File: src/rtl/spwm_pkg.sv
package spwm_pkg;

  localparam int unsigned WORD_W  = 32;
  localparam int unsigned CNT_W   = 16;
  localparam int unsigned SEL_W   = 3;
  localparam int unsigned PRE_W   = 10;
  localparam int unsigned SHIFT_W = $clog2(PRE_W + 1);

  localparam logic [1:0] DRV_HIGH = 2'b11;

  typedef struct packed {
    logic [WORD_W-CNT_W-SEL_W-5:0] spare;
    logic [SEL_W-1:0]              div_sel;
    logic [1:0]                    idle_drv;
    logic [1:0]                    busy_drv;
    logic [CNT_W-1:0]              len;
  } per_word_t;

  typedef struct packed {
    logic [CNT_W-1:0] stop;
    logic [CNT_W-1:0] start;
  } act_word_t;

  // Non-linear prescale table: select code to log2 of the divide ratio.
  function automatic logic [SHIFT_W-1:0] div_shift(input logic [SEL_W-1:0] sel);
    logic [SHIFT_W-1:0] sh;
    case (sel)
      3'd5:    sh = SHIFT_W'(6);
      3'd6:    sh = SHIFT_W'(8);
      3'd7:    sh = SHIFT_W'(10);
      default: sh = SHIFT_W'(sel);
    endcase
    return sh;
  endfunction

endpackage

File: src/rtl/spwm_prescaler.sv
module spwm_prescaler
  import spwm_pkg::*;
#(
  parameter int unsigned DIV_W = PRE_W,
  parameter int unsigned SH_W  = SHIFT_W
) (
  input  logic            clk_i,
  input  logic            rst_ni,
  input  logic            run_i,
  input  logic [SH_W-1:0] shift_i,
  output logic            tick_o
);

  logic [DIV_W-1:0] pre_q, pre_d, limit;

  always_comb begin
    limit  = ~({DIV_W{1'b1}} << shift_i);
    tick_o = run_i && (pre_q == limit);
    if (!run_i || tick_o) pre_d = '0;
    else                  pre_d = pre_q + 1'b1;
  end

  always_ff @(posedge clk_i or negedge rst_ni) begin
    if (!rst_ni) pre_q <= '0;
    else         pre_q <= pre_d;
  end

endmodule

File: src/rtl/spwm_counter.sv
module spwm_counter
  import spwm_pkg::*;
#(
  parameter int unsigned W = CNT_W
) (
  input  logic         clk_i,
  input  logic         rst_ni,
  input  logic         run_i,
  input  logic         tick_i,
  input  logic [W-1:0] len_i,
  output logic [W-1:0] cnt_o,
  output logic         wrap_o
);

  logic [W-1:0] cnt_q, cnt_d, last;

  always_comb begin
    last   = len_i - 1'b1;  // a length of 0 yields all ones: full 2^W range
    wrap_o = tick_i && (cnt_q == last);
    cnt_d  = cnt_q;
    if (!run_i)      cnt_d = '0;
    else if (wrap_o) cnt_d = '0;
    else if (tick_i) cnt_d = cnt_q + 1'b1;
  end

  always_ff @(posedge clk_i or negedge rst_ni) begin
    if (!rst_ni) cnt_q <= '0;
    else         cnt_q <= cnt_d;
  end

  assign cnt_o = cnt_q;

endmodule

File: src/rtl/spwm_shadow.sv
module spwm_shadow
  import spwm_pkg::*;
#(
  parameter int unsigned W = WORD_W
) (
  input  logic         clk_i,
  input  logic         rst_ni,
  input  logic         act_we_i,
  input  logic [W-1:0] act_wdata_i,
  input  logic         per_we_i,
  input  logic [W-1:0] per_wdata_i,
  input  logic         load_i,
  input  logic         bound_i,
  output logic [W-1:0] act_live_o,
  output logic [W-1:0] per_live_o
);

  logic [W-1:0] act_pend_q, act_pend_d, per_pend_q, per_pend_d;
  logic [W-1:0] act_live_q, act_live_d, per_live_q, per_live_d;
  logic         armed_q, armed_d, commit;

  always_comb begin
    act_pend_d = act_pend_q;
    per_pend_d = per_pend_q;
    act_live_d = act_live_q;
    per_live_d = per_live_q;
    commit     = load_i || (bound_i && armed_q);
    if (act_we_i) act_pend_d = act_wdata_i;
    if (per_we_i) per_pend_d = per_wdata_i;
    if (commit) begin
      act_live_d = act_pend_q;
      per_live_d = per_pend_q;
    end
    if (per_we_i)    armed_d = 1'b1;
    else if (commit) armed_d = 1'b0;
    else             armed_d = armed_q;
  end

  always_ff @(posedge clk_i or negedge rst_ni) begin
    if (!rst_ni) begin
      act_pend_q <= '0;
      per_pend_q <= '0;
      act_live_q <= '0;
      per_live_q <= '0;
      armed_q    <= 1'b0;
    end else begin
      act_pend_q <= act_pend_d;
      per_pend_q <= per_pend_d;
      act_live_q <= act_live_d;
      per_live_q <= per_live_d;
      armed_q    <= armed_d;
    end
  end

  assign act_live_o = act_live_q;
  assign per_live_o = per_live_q;

endmodule

File: src/rtl/spwm_channel.sv
module spwm_channel
  import spwm_pkg::*;
(
  input  logic              clk_i,
  input  logic              rst_ni,
  input  logic              en_i,
  input  logic              act_we_i,
  input  logic [WORD_W-1:0] act_wdata_i,
  input  logic              per_we_i,
  input  logic [WORD_W-1:0] per_wdata_i,
  output logic              pwm_o,
  output logic              prd_start_o
);

  logic [1:0]        rst_sync_q;
  logic              rst_n;
  logic              en_q, prd_q, prd_d;
  logic              start, run, tick, wrap, busy;
  logic [1:0]        drv;
  logic [CNT_W-1:0]  cnt;
  logic [WORD_W-1:0] act_live_w, per_live_w;
  per_word_t         per_live;
  act_word_t         act_live;

  always_ff @(posedge clk_i or negedge rst_ni) begin
    if (!rst_ni) rst_sync_q <= 2'b00;
    else         rst_sync_q <= {rst_sync_q[0], 1'b1};
  end
  assign rst_n = rst_sync_q[1];

  assign start = en_i && !en_q;
  assign run   = en_i && en_q;

  spwm_shadow #(.W(WORD_W)) u_shadow (
    .clk_i       (clk_i),
    .rst_ni      (rst_n),
    .act_we_i    (act_we_i),
    .act_wdata_i (act_wdata_i),
    .per_we_i    (per_we_i),
    .per_wdata_i (per_wdata_i),
    .load_i      (start),
    .bound_i     (wrap),
    .act_live_o  (act_live_w),
    .per_live_o  (per_live_w)
  );

  assign per_live = per_word_t'(per_live_w);
  assign act_live = act_word_t'(act_live_w);

  spwm_prescaler #(.DIV_W(PRE_W), .SH_W(SHIFT_W)) u_presc (
    .clk_i   (clk_i),
    .rst_ni  (rst_n),
    .run_i   (run),
    .shift_i (div_shift(per_live.div_sel)),
    .tick_o  (tick)
  );

  spwm_counter #(.W(CNT_W)) u_cnt (
    .clk_i  (clk_i),
    .rst_ni (rst_n),
    .run_i  (run),
    .tick_i (tick),
    .len_i  (per_live.len),
    .cnt_o  (cnt),
    .wrap_o (wrap)
  );

  always_comb begin
    busy  = (cnt >= act_live.start) && (cnt < act_live.stop);
    drv   = busy ? per_live.busy_drv : per_live.idle_drv;
    pwm_o = en_q && (drv == DRV_HIGH);
    prd_d = start || wrap;
  end

  always_ff @(posedge clk_i or negedge rst_n) begin
    if (!rst_n) begin
      en_q  <= 1'b0;
      prd_q <= 1'b0;
    end else begin
      en_q  <= en_i;
      prd_q <= prd_d;
    end
  end

  assign prd_start_o = prd_q;

endmodule

File: config.mk
export PLATFORM = sky130hd
export DESIGN_NAME = spwm_channel
export DESIGN_NICKNAME = d
export VERILOG_FILES = /design/src/rtl/spwm_pkg.sv /design/src/rtl/spwm_prescaler.sv /design/src/rtl/spwm_counter.sv /design/src/rtl/spwm_shadow.sv /design/src/rtl/spwm_channel.sv
export SDC_FILE = /design/constraint.sdc
export NUM_CORES = 1
export LEC_CHECK = 0
export ABC_AREA = 1
export BUFFER_PORTS_ARGS = -buffer_cell sky130_fd_sc_hd__buf_2
export CORE_MARGIN = 8
export CORE_UTILIZATION = 50
export CTS_BUF_LIST = sky130_fd_sc_hd__clkbuf_4 sky130_fd_sc_hd__clkbuf_8 sky130_fd_sc_hd__clkbuf_16
export DETAILED_ROUTE_END_ITERATION = 10
export GPL_TIMING_DRIVEN = 0
export PLACE_DENSITY = 0.69
export SLEW_MARGIN = 20
export SYNTH_ARGS = -nofsm -noshare
export SYNTH_HDL_FRONTEND = slang
export SYNTH_HIERARCHICAL = 1
export SYNTH_SLANG_ARGS = --single-unit
export TNS_END_PERCENT = 100
File: constraint.sdc
create_clock -name clk_i -period 7 [get_ports clk_i]
set_clock_uncertainty 0.15 [all_clocks]
set_input_delay 1.4 -clock clk_i [delete_from_list [all_inputs] [get_ports clk_i]]
set_output_delay 1.4 -clock clk_i [all_outputs]
set_load 0.02 [all_outputs]
==> results of run 1 <==
## cell usage in the layout, fill, tap and decap left out, drive strengths merged, types with 2 or more instances in the layout
cell and instances:
nand3b 3, a21oi 14, xor2 20, xnor2 10, nor3 6, nand4 10
ha 34, or2 2, clkinv 5, nand2 402, bufinv 4, clkinvlp 3
inv 147, o21ai 43, buf 98, nor2 72, clkbuf 23, dfrtp 141
nand3 107
## sequential cells by signal (all words and copies together) (netlist names)
signal / cells
u_cnt/cnt_o: 16
rst_sync_q: 2
u_shadow/armed_q: 1
u_shadow/per_pend_q: 23
u_presc/pre_q: 10
en_q: 1
u_shadow/per_live_o: 23
u_shadow/act_pend_q: 32
u_shadow/act_live_o: 32
prd_start_o: 1
## layout make-up
| cell class | count | area [um2] |
|---|---|---|
| clock buffers | 19 | 440 |
| plain buffers | 40 | 288 |
| inverters | 146 | 548 |
| fillers | 1476 | 6520 |
| repair buffers | 62 | 355 |
| well taps | 216 | 270 |
| clock inverters | 13 | 190 |
| multi-input cells | 728 | 3570 |
| flip-flops and latches | 141 | 3530 |
## through the flow
stage          cell area [um2]  power, W
6_report                  9190   0.00226
5_1_grt                   9190   0.00238
4_1_cts                   9190   0.00228
3_5_place_dp              8560   0.00131
3_3_place_gp              8500   0.00129
2_1_floorplan             7930   0.00121
## worst max path at each step
| stage | from | to | cells past startpoint |
|---|---|---|---|
| CTS | u_shadow/per_live_o[22] | u_shadow/act_live_o[11] | 24 |
| finish | u_shadow/per_live_o[22] | u_shadow/act_live_o[20] | 24 |
| global route | u_shadow/per_live_o[22] | u_shadow/act_live_o[20] | 24 |
| detailed placement | en_i | u_shadow/act_live_o[20] | 20 |
| floorplan | rst_sync_q[1] | en_q | 0 |
| global placement | rst_sync_q[1] | u_cnt/cnt_o[13] | 0 |
## power groups by stage
stage          clock network (W)  logic (W)  registers (W)
6_report                0.000966   0.000342       0.000951
5_1_grt                  0.00102   0.000401       0.000963
4_1_cts                 0.000981   0.000345       0.000952
3_5_place_dp                   0   0.000341       0.000966
3_3_place_gp                   0   0.000316       0.000976
2_1_floorplan                  0   0.000254       0.000956
## worst max-delay path, cell delays in order (launching register included)
cell	delay [ps]
dfrtp_1	430
nand2_1	90
inv_1	120
nor3_1	400
nor2_1	160
o21ai_0	250
o21ai_0	110
nor2_1	100
nand2_1	130
nor2_1	270
nand2_1	80
nand3b_1	160
nor2_1	90
nand2_1	70
nor2_1	80
nand2_1	60
nor2_2	120
nand3_4	130
buf_6	180
inv_1	80
nand2_2	90
nand2_4	130
buf_2	250
nand2_1	90
nand2_1	60
## layer usage
layer | wire (um) | vias to the layer above
met5 | 0 | -
met1 | 8350 | 3052
li1 | - | 3418
met4 | 249 | 0
met2 | 8400 | 121
met3 | 740 | 23
==> results.md, run 1 <==
* Final Cycle Share at 56.5%
* Clock Latency Late Sink at 420 ps
* Status: finished, final reports clean
* Total core area at 0.0157 mm2
* Die area at 0.0201 mm2
* Yosys warns at 6
* Post-CTS Resized at 0
* Worst Slack Setup Final at 3040 ps
* Post-detail-place hpwl at 13.2 mm
* Clk slew on worst S/H paths at 60 ps
* Setup tns final at 0 ps
* Hold slack at 106 ps
* Placed cell count at 1333
* Int Power at 0.00163 W
* Critical path required time at 7210 ps
* R2R Path Start: u_shadow/per_live_o[22]
* Final hold vios at 0
* Reg power frac at 42.1%
* Final ANT Viol Nets at 0
* Row cnt at 46
* Die Wd at 142 um
* Syn_nets at 1158
* Clk buf depth at 2
* Setup slack, reg-to-reg at 3040 ps
* GR peak layer: met2
* Crit path DAT at 4170 ps
* PortBufs at 59
* Cells after Synth at 1055
* Clock sinks at 141
* Least-Margin Pin Slew at 621 ps
* First-pass GRT wire length at 30.9 mm
* Max_cap viols at 0
* Final Max Tran Viols at 0
* Leak Pwr at 5.14 nW
* Fmax at 0.253 GHz
* Setup CP Type: flip-flop to flip-flop
* P&R area growth vs syn at 15.9%
* Syn_area_per_cell at 7.52 um2
* Total wire length at 17.7 mm
* Net Sw Power at 0.000629 W
* DRC errors left at 0
* Via-to-Cell Ratio at 4.85
* TritonCTS clock tree: done
* DR WL/cell at 13.0 um
* Setup bufs post-CTS at 0
* Met3 GRT Util at 4.36%
* Power density over the cells at 246 mW/mm2
* Starting Density at 50.5%
* 1st-pass router iterations at 6
* Chip height at 142 um
* Relative slew slack at 58.2%
* Total track usage at 19.1%
* Setup Slack @ Placement at 3030 ps
* Share of cells above drive strength 1 at 14.3%
* GPL Wtd Cong at 0.849
* Pin count of the biggest net entering global routing at 44
* Met2 Track Usage GR at 32.0%
* Final min period at 3960 ps
* Initial antenna violation count at 0
* # hold bufs at CTS at 0
* GRT overflow at 0
* Clock share of power at 42.8%
* N_diodes at 0
* Io pins at 71
* Total CTS buffers at 17
* RSZ-0062 raised after global routing: false
* CP startpoint kind: flip-flop
* Reg2reg path depth at 24
* Layout Utilization at 58.5%
* H-tree levels at 4
* Worst reg2reg endpoint: u_shadow/act_live_o[20]
* Combinational power share at 15.1%
* Non-Filler Instances at 1365
* Sw Share at 27.8%
* CP Max Fanout at 10
* Total Nets Final at 1239
* Routed vias at 6614
* CP Capture Type: flip-flop
* Clock root buffer: clkbuf_16
* Vias in the first global route at 6554
* Mapped Area at 0.00793 mm2
* HP Class: flip-flop to async pin
* Number of DRC markers in iteration 0 at 354
* # setup viols final at 0
* Worst vdd ir at 178 uV
* M1 GR Usage at 24.1%
Note: power is estimated with default switching activity, not from simulation.
==> run 2: changes to the inputs <==
Clock period 7 ns to 4.1 ns, I/O delays scaled along.
==> results.md, run 2 (same netlist as run 1, synthesis figures left out) <==
* Least-Margin Pin Slew at 726 ps
* Worst vdd ir at 298 uV
* Final Max Tran Viols at 0
* Routed vias at 6508
* Final hold vios at 0
* GRT overflow at 0
* First-pass GRT wire length at 30.4 mm
* Commonest non-fill, non-tap cell in the layout: nand2_1
* Status: finished, final reports clean
* Met2 routed WL at 8.40 mm
* Clk slew on worst S/H paths at 60 ps
* Setup CP Type: flip-flop to flip-flop
* Total wire length at 17.7 mm
* Relative slew slack at 51.6%
* Clock Latency Late Sink at 420 ps
* P&R area growth vs syn at 16.1%
* Worst path slowest cell: dfrtp_1
* Clk buf depth at 2
* Share of cells above drive strength 1 at 14.7%
* GPL Wtd Cong at 0.860
* Initial antenna violation count at 0
* Leak Pwr at 5.13 nW
* Layout fillers at 1494
* Total track usage at 19.0%
* Starting Density at 50.5%
* DRC errors left at 0
* Worst Slack Setup Final at 478 ps
* Power density over the cells at 415 mW/mm2
* Row cnt at 46
* HP Class: input pin to async pin
* Total CTS buffers at 17
* Fmax at 0.276 GHz
* Commonest cells after routing, fill and taps aside: nand2_1, inv_1, dfrtp_1
* H-tree levels at 4
* TritonCTS clock tree: done
* Critical path required time at 4310 ps
* 1st-pass router iterations at 5
* Final Cycle Share at 88.3%
* Final ANT Viol Nets at 0
* Clock root buffer: clkbuf_16
* Number of DRC markers in iteration 0 at 408
* Post-detail-place hpwl at 13.1 mm
* CP Capture Type: flip-flop
* DR WL/cell at 13.0 um
* Clock sinks at 141
* Most used cell, CP: nand2_1
* Highest Signal Layer: met4
* Routed length on met3 at 519 um
* Setup bufs post-CTS at 0
* M1 wire length at 8.50 mm
* Die Wd at 142 um
* Vias in the first global route at 6493
* CP Max Fanout at 10
* CP startpoint kind: flip-flop
* PortBufs at 59
* Pin count of the biggest net entering global routing at 53
* Total core area at 0.0157 mm2
* Crit path DAT at 3830 ps
* Total Nets Final at 1238
* # hold bufs at CTS at 0
* Chip height at 142 um
* # setup viols final at 0
* Die area at 0.0201 mm2
* Crit path largest cell delay at 450 ps
* Setup Slack @ Placement at 202 ps
* Final min period at 3620 ps
* Setup tns final at 0 ps
* Io pins at 71
* Max_cap viols at 0
* Via-to-Cell Ratio at 4.77
* N_diodes at 0
## run 2: routing by layer
metal	global-route usage [%]	vias to the layer above
met3	3.59	18
met2	31.9	91
li1	-	3414
met4	6.27	0
met5	0	-
met1	24.1	2985
## run 2: area by class of cell
| class | instances | area [um2] | area share [%] |
|---|---|---|---|
| Tap cell | 216 | 270 | 2.94 |
| Buffer | 40 | 290 | 3.15 |
| Timing Repair Buffer | 61 | 343 | 3.72 |
| Clock inverter | 12 | 160 | 1.74 |
| Clock buffer | 20 | 460 | 5.00 |
| Sequential cell | 141 | 3530 | 38.4 |
| Inverter | 146 | 548 | 5.95 |
| Multi-Input combinational cell | 728 | 3600 | 39.1 |
## run 2: timing repair
item | 4_1_cts | 5_1_grt
hold endpoints to repair | 0 | 0
resized for setup | 0 | 11
endpoints found under the setup margin | 0 | 56
## run 2: worst paths after layout
check | startpoint | to | slack [ps] | cells past startpoint
max reg2reg | u_shadow/per_live_o[21] | u_shadow/act_live_o[1] | 480 | 25
min in group clk_i | rst_sync_q[0] | rst_sync_q[1] | 200 | 0
min reg2reg | rst_sync_q[0] | rst_sync_q[1] | 200 | 0
max in group asynchronous | rst_sync_q[1] | u_shadow/act_live_o[15] | 2860 | 1
max | u_shadow/per_live_o[21] | u_shadow/act_live_o[1] | 480 | 25
min | rst_ni | rst_sync_q[1] | 20 | 1
## run 2: per-stage QoR
stage	hold slack [ps]	area [um2]	total power, W	instances	util, %
2_1_floorplan	181	7930	0.00207	1055	-
3_3_place_gp	186	8500	0.00221	1330	54.1
3_5_place_dp	193	8550	0.00223	1332	54.4
4_1_cts	0.936	9170	0.00385	1364	58.4
5_1_grt	3.91	9210	0.00404	1364	58.6
6_report	20.0	9210	0.00382	1364	58.6
## run 2: where the power goes
group | internal, W | switching, W
clock network | 0.000999 | 0.000602
registers | 0.00152 | 0.000106
logic | 0.000228 | 0.000363
## run 2: critical path: cells and delay by family (launching register included)
kind	cells	cell delay, ps
AO/OA/AOI/OAI	1	130
buffers and inverters	4	650
flip-flops	1	450
AND/OR/NAND/NOR	20	2160
==> run 3: changes to the inputs <==
Settings changed: RECOVER_POWER set to 25.
==> results.md, run 3 (same netlist as run 1, synthesis figures left out) <==
* Status: complete, but fails checks
* Failing checks: max-capacitance violations, max-slew violations
* Number of DRC markers in iteration 0 at 381
* Least-Margin Pin Slew at 2240 ps
* # hold bufs at CTS at 0
* Commonest cells after routing, fill and taps aside: nand2_1, inv_1, dfrtp_1
* Reg2reg path depth at 25
* Routed length on met3 at 671 um
* Clock sinks at 141
* Max_cap viols at 1
* Top Family by Delay on Critical Path: simple AND/OR/NAND/NOR gates
* Critical path required time at 4300 ps
* Total CTS buffers at 17
* CP Buf/Inv Count at 4
* GRT overflow at 0
* P&R area growth vs syn at 15.8%
* Met2 routed WL at 8.37 mm
* Clock root buffer: clkbuf_16
* Total core area at 0.0157 mm2
* Clk buf depth at 2
* Most used cell, CP: nand2_1
* Initial antenna violation count at 0
* CP Capture Type: flip-flop
* Die Wd at 142 um
* Relative slew slack at -49.3%
* DRC errors left at 0
* Layout fillers at 1501
* Clk slew on worst S/H paths at 60 ps
* Total Nets Final at 1238
* Worst vdd ir at 296 uV
* Crit path DAT at 3830 ps
* GPL Wtd Cong at 0.860
* CP startpoint kind: flip-flop
* Row cnt at 46
* Crit path depth at 25
* Io pins at 71
* Chip height at 142 um
* Final min period at 3630 ps
* Final ANT Viol Nets at 0
* Total track usage at 19.0%
* H-tree levels at 4
* M1 wire length at 8.35 mm
* Power, Total at 0.00382 W
* Pin count of the biggest net entering global routing at 53
* Commonest non-fill, non-tap cell in the layout: nand2_1
* Final Max Tran Viols at 49
* Total wire length at 17.6 mm
* CP Max Fanout at 10
* HP Class: input pin to async pin
* 1st-pass router iterations at 5
* Fmax at 0.276 GHz
* Leak Pwr at 5.11 nW
* Hold slack at 18.9 ps
* Routed vias at 6509
* Seq. cell area at 0.00353 mm2
* Clock Latency Late Sink at 420 ps
* # setup viols final at 0
* Starting Density at 50.5%
* First-pass GRT wire length at 30.4 mm
* Post-detail-place hpwl at 13.1 mm
* Final hold vios at 0
* Share of cells above drive strength 1 at 13.9%
* PortBufs at 59
* Vias in the first global route at 6493
* Via-to-Cell Ratio at 4.77
* Multi-input logic area at 0.00360 mm2
* Highest Signal Layer: met4
* TritonCTS clock tree: done
* Setup CP Type: flip-flop to flip-flop
* DR WL/cell at 12.9 um
* Crit path largest cell delay at 460 ps
* N_diodes at 0
* Worst path slowest cell: dfrtp_1
* Final Cycle Share at 88.5%
* Die area at 0.0201 mm2
* Power density over the cells at 416 mW/mm2
-- run 3: cell types whose count changed in the layout (fill, tap and decap cells not counted), sizes merged --
cell,previous run,this run
clkbuf,25,33
buf,96,88
-- run 3: power breakdown --
part / internal [W] / leakage (nW) / switching [W]
combinational: 0.000227 / 3.03 / 0.000362
sequential: 0.00152 / 1.78 / 0.000107
clock: 0.00100 / 0.293 / 0.000601
-- run 3: metal layers --
metal,vias up,GRT usage [%]
li1,3413,-
met5,-,0
met2,112,31.9
met3,19,3.59
met4,0,6.27
met1,2965,24.1
-- run 3: final timing paths --
check                                         from                       to  slack [ps]
max                        u_shadow/per_live_o[21]  u_shadow/act_live_o[20]         470
min                                         rst_ni            rst_sync_q[0]          20
max reg2reg                u_shadow/per_live_o[21]  u_shadow/act_live_o[20]         470
min reg2reg                          rst_sync_q[0]            rst_sync_q[1]         200
max in group asynchronous            rst_sync_q[1]  u_shadow/per_live_o[22]        1560
min in group clk_i                   rst_sync_q[0]            rst_sync_q[1]         200
-- run 3: what timing repair did --
item / CTS / global route
setup buffers: 0 / 0
endpoints found under the setup margin: 0 / 56
resized for setup: 0 / 11
-- run 3: layout make-up --
class | count | share of cell area [%]
buffer | 40 | 3.01
clock buffer | 20 | 5.01
clock inverter | 12 | 1.74
inverter | 146 | 5.97
multi-input combinational | 728 | 39.2
sequential | 141 | 38.4
tap | 216 | 2.94
timing repair buffer | 61 | 3.71
-- run 3: metrics by stage --
stage	std cells	utilization, %	area, um2	worst slack (ps)	TNS [ps]
after floorplan	1055	-	7930	910	0
after CTS	1364	58.4	9170	99.2	0
after global routing	1364	58.5	9190	-4.76	-4.76
after detailed placement	1332	54.4	8550	202	0
after global placement	1330	54.1	8500	207	0
final	1364	58.5	9190	471	0
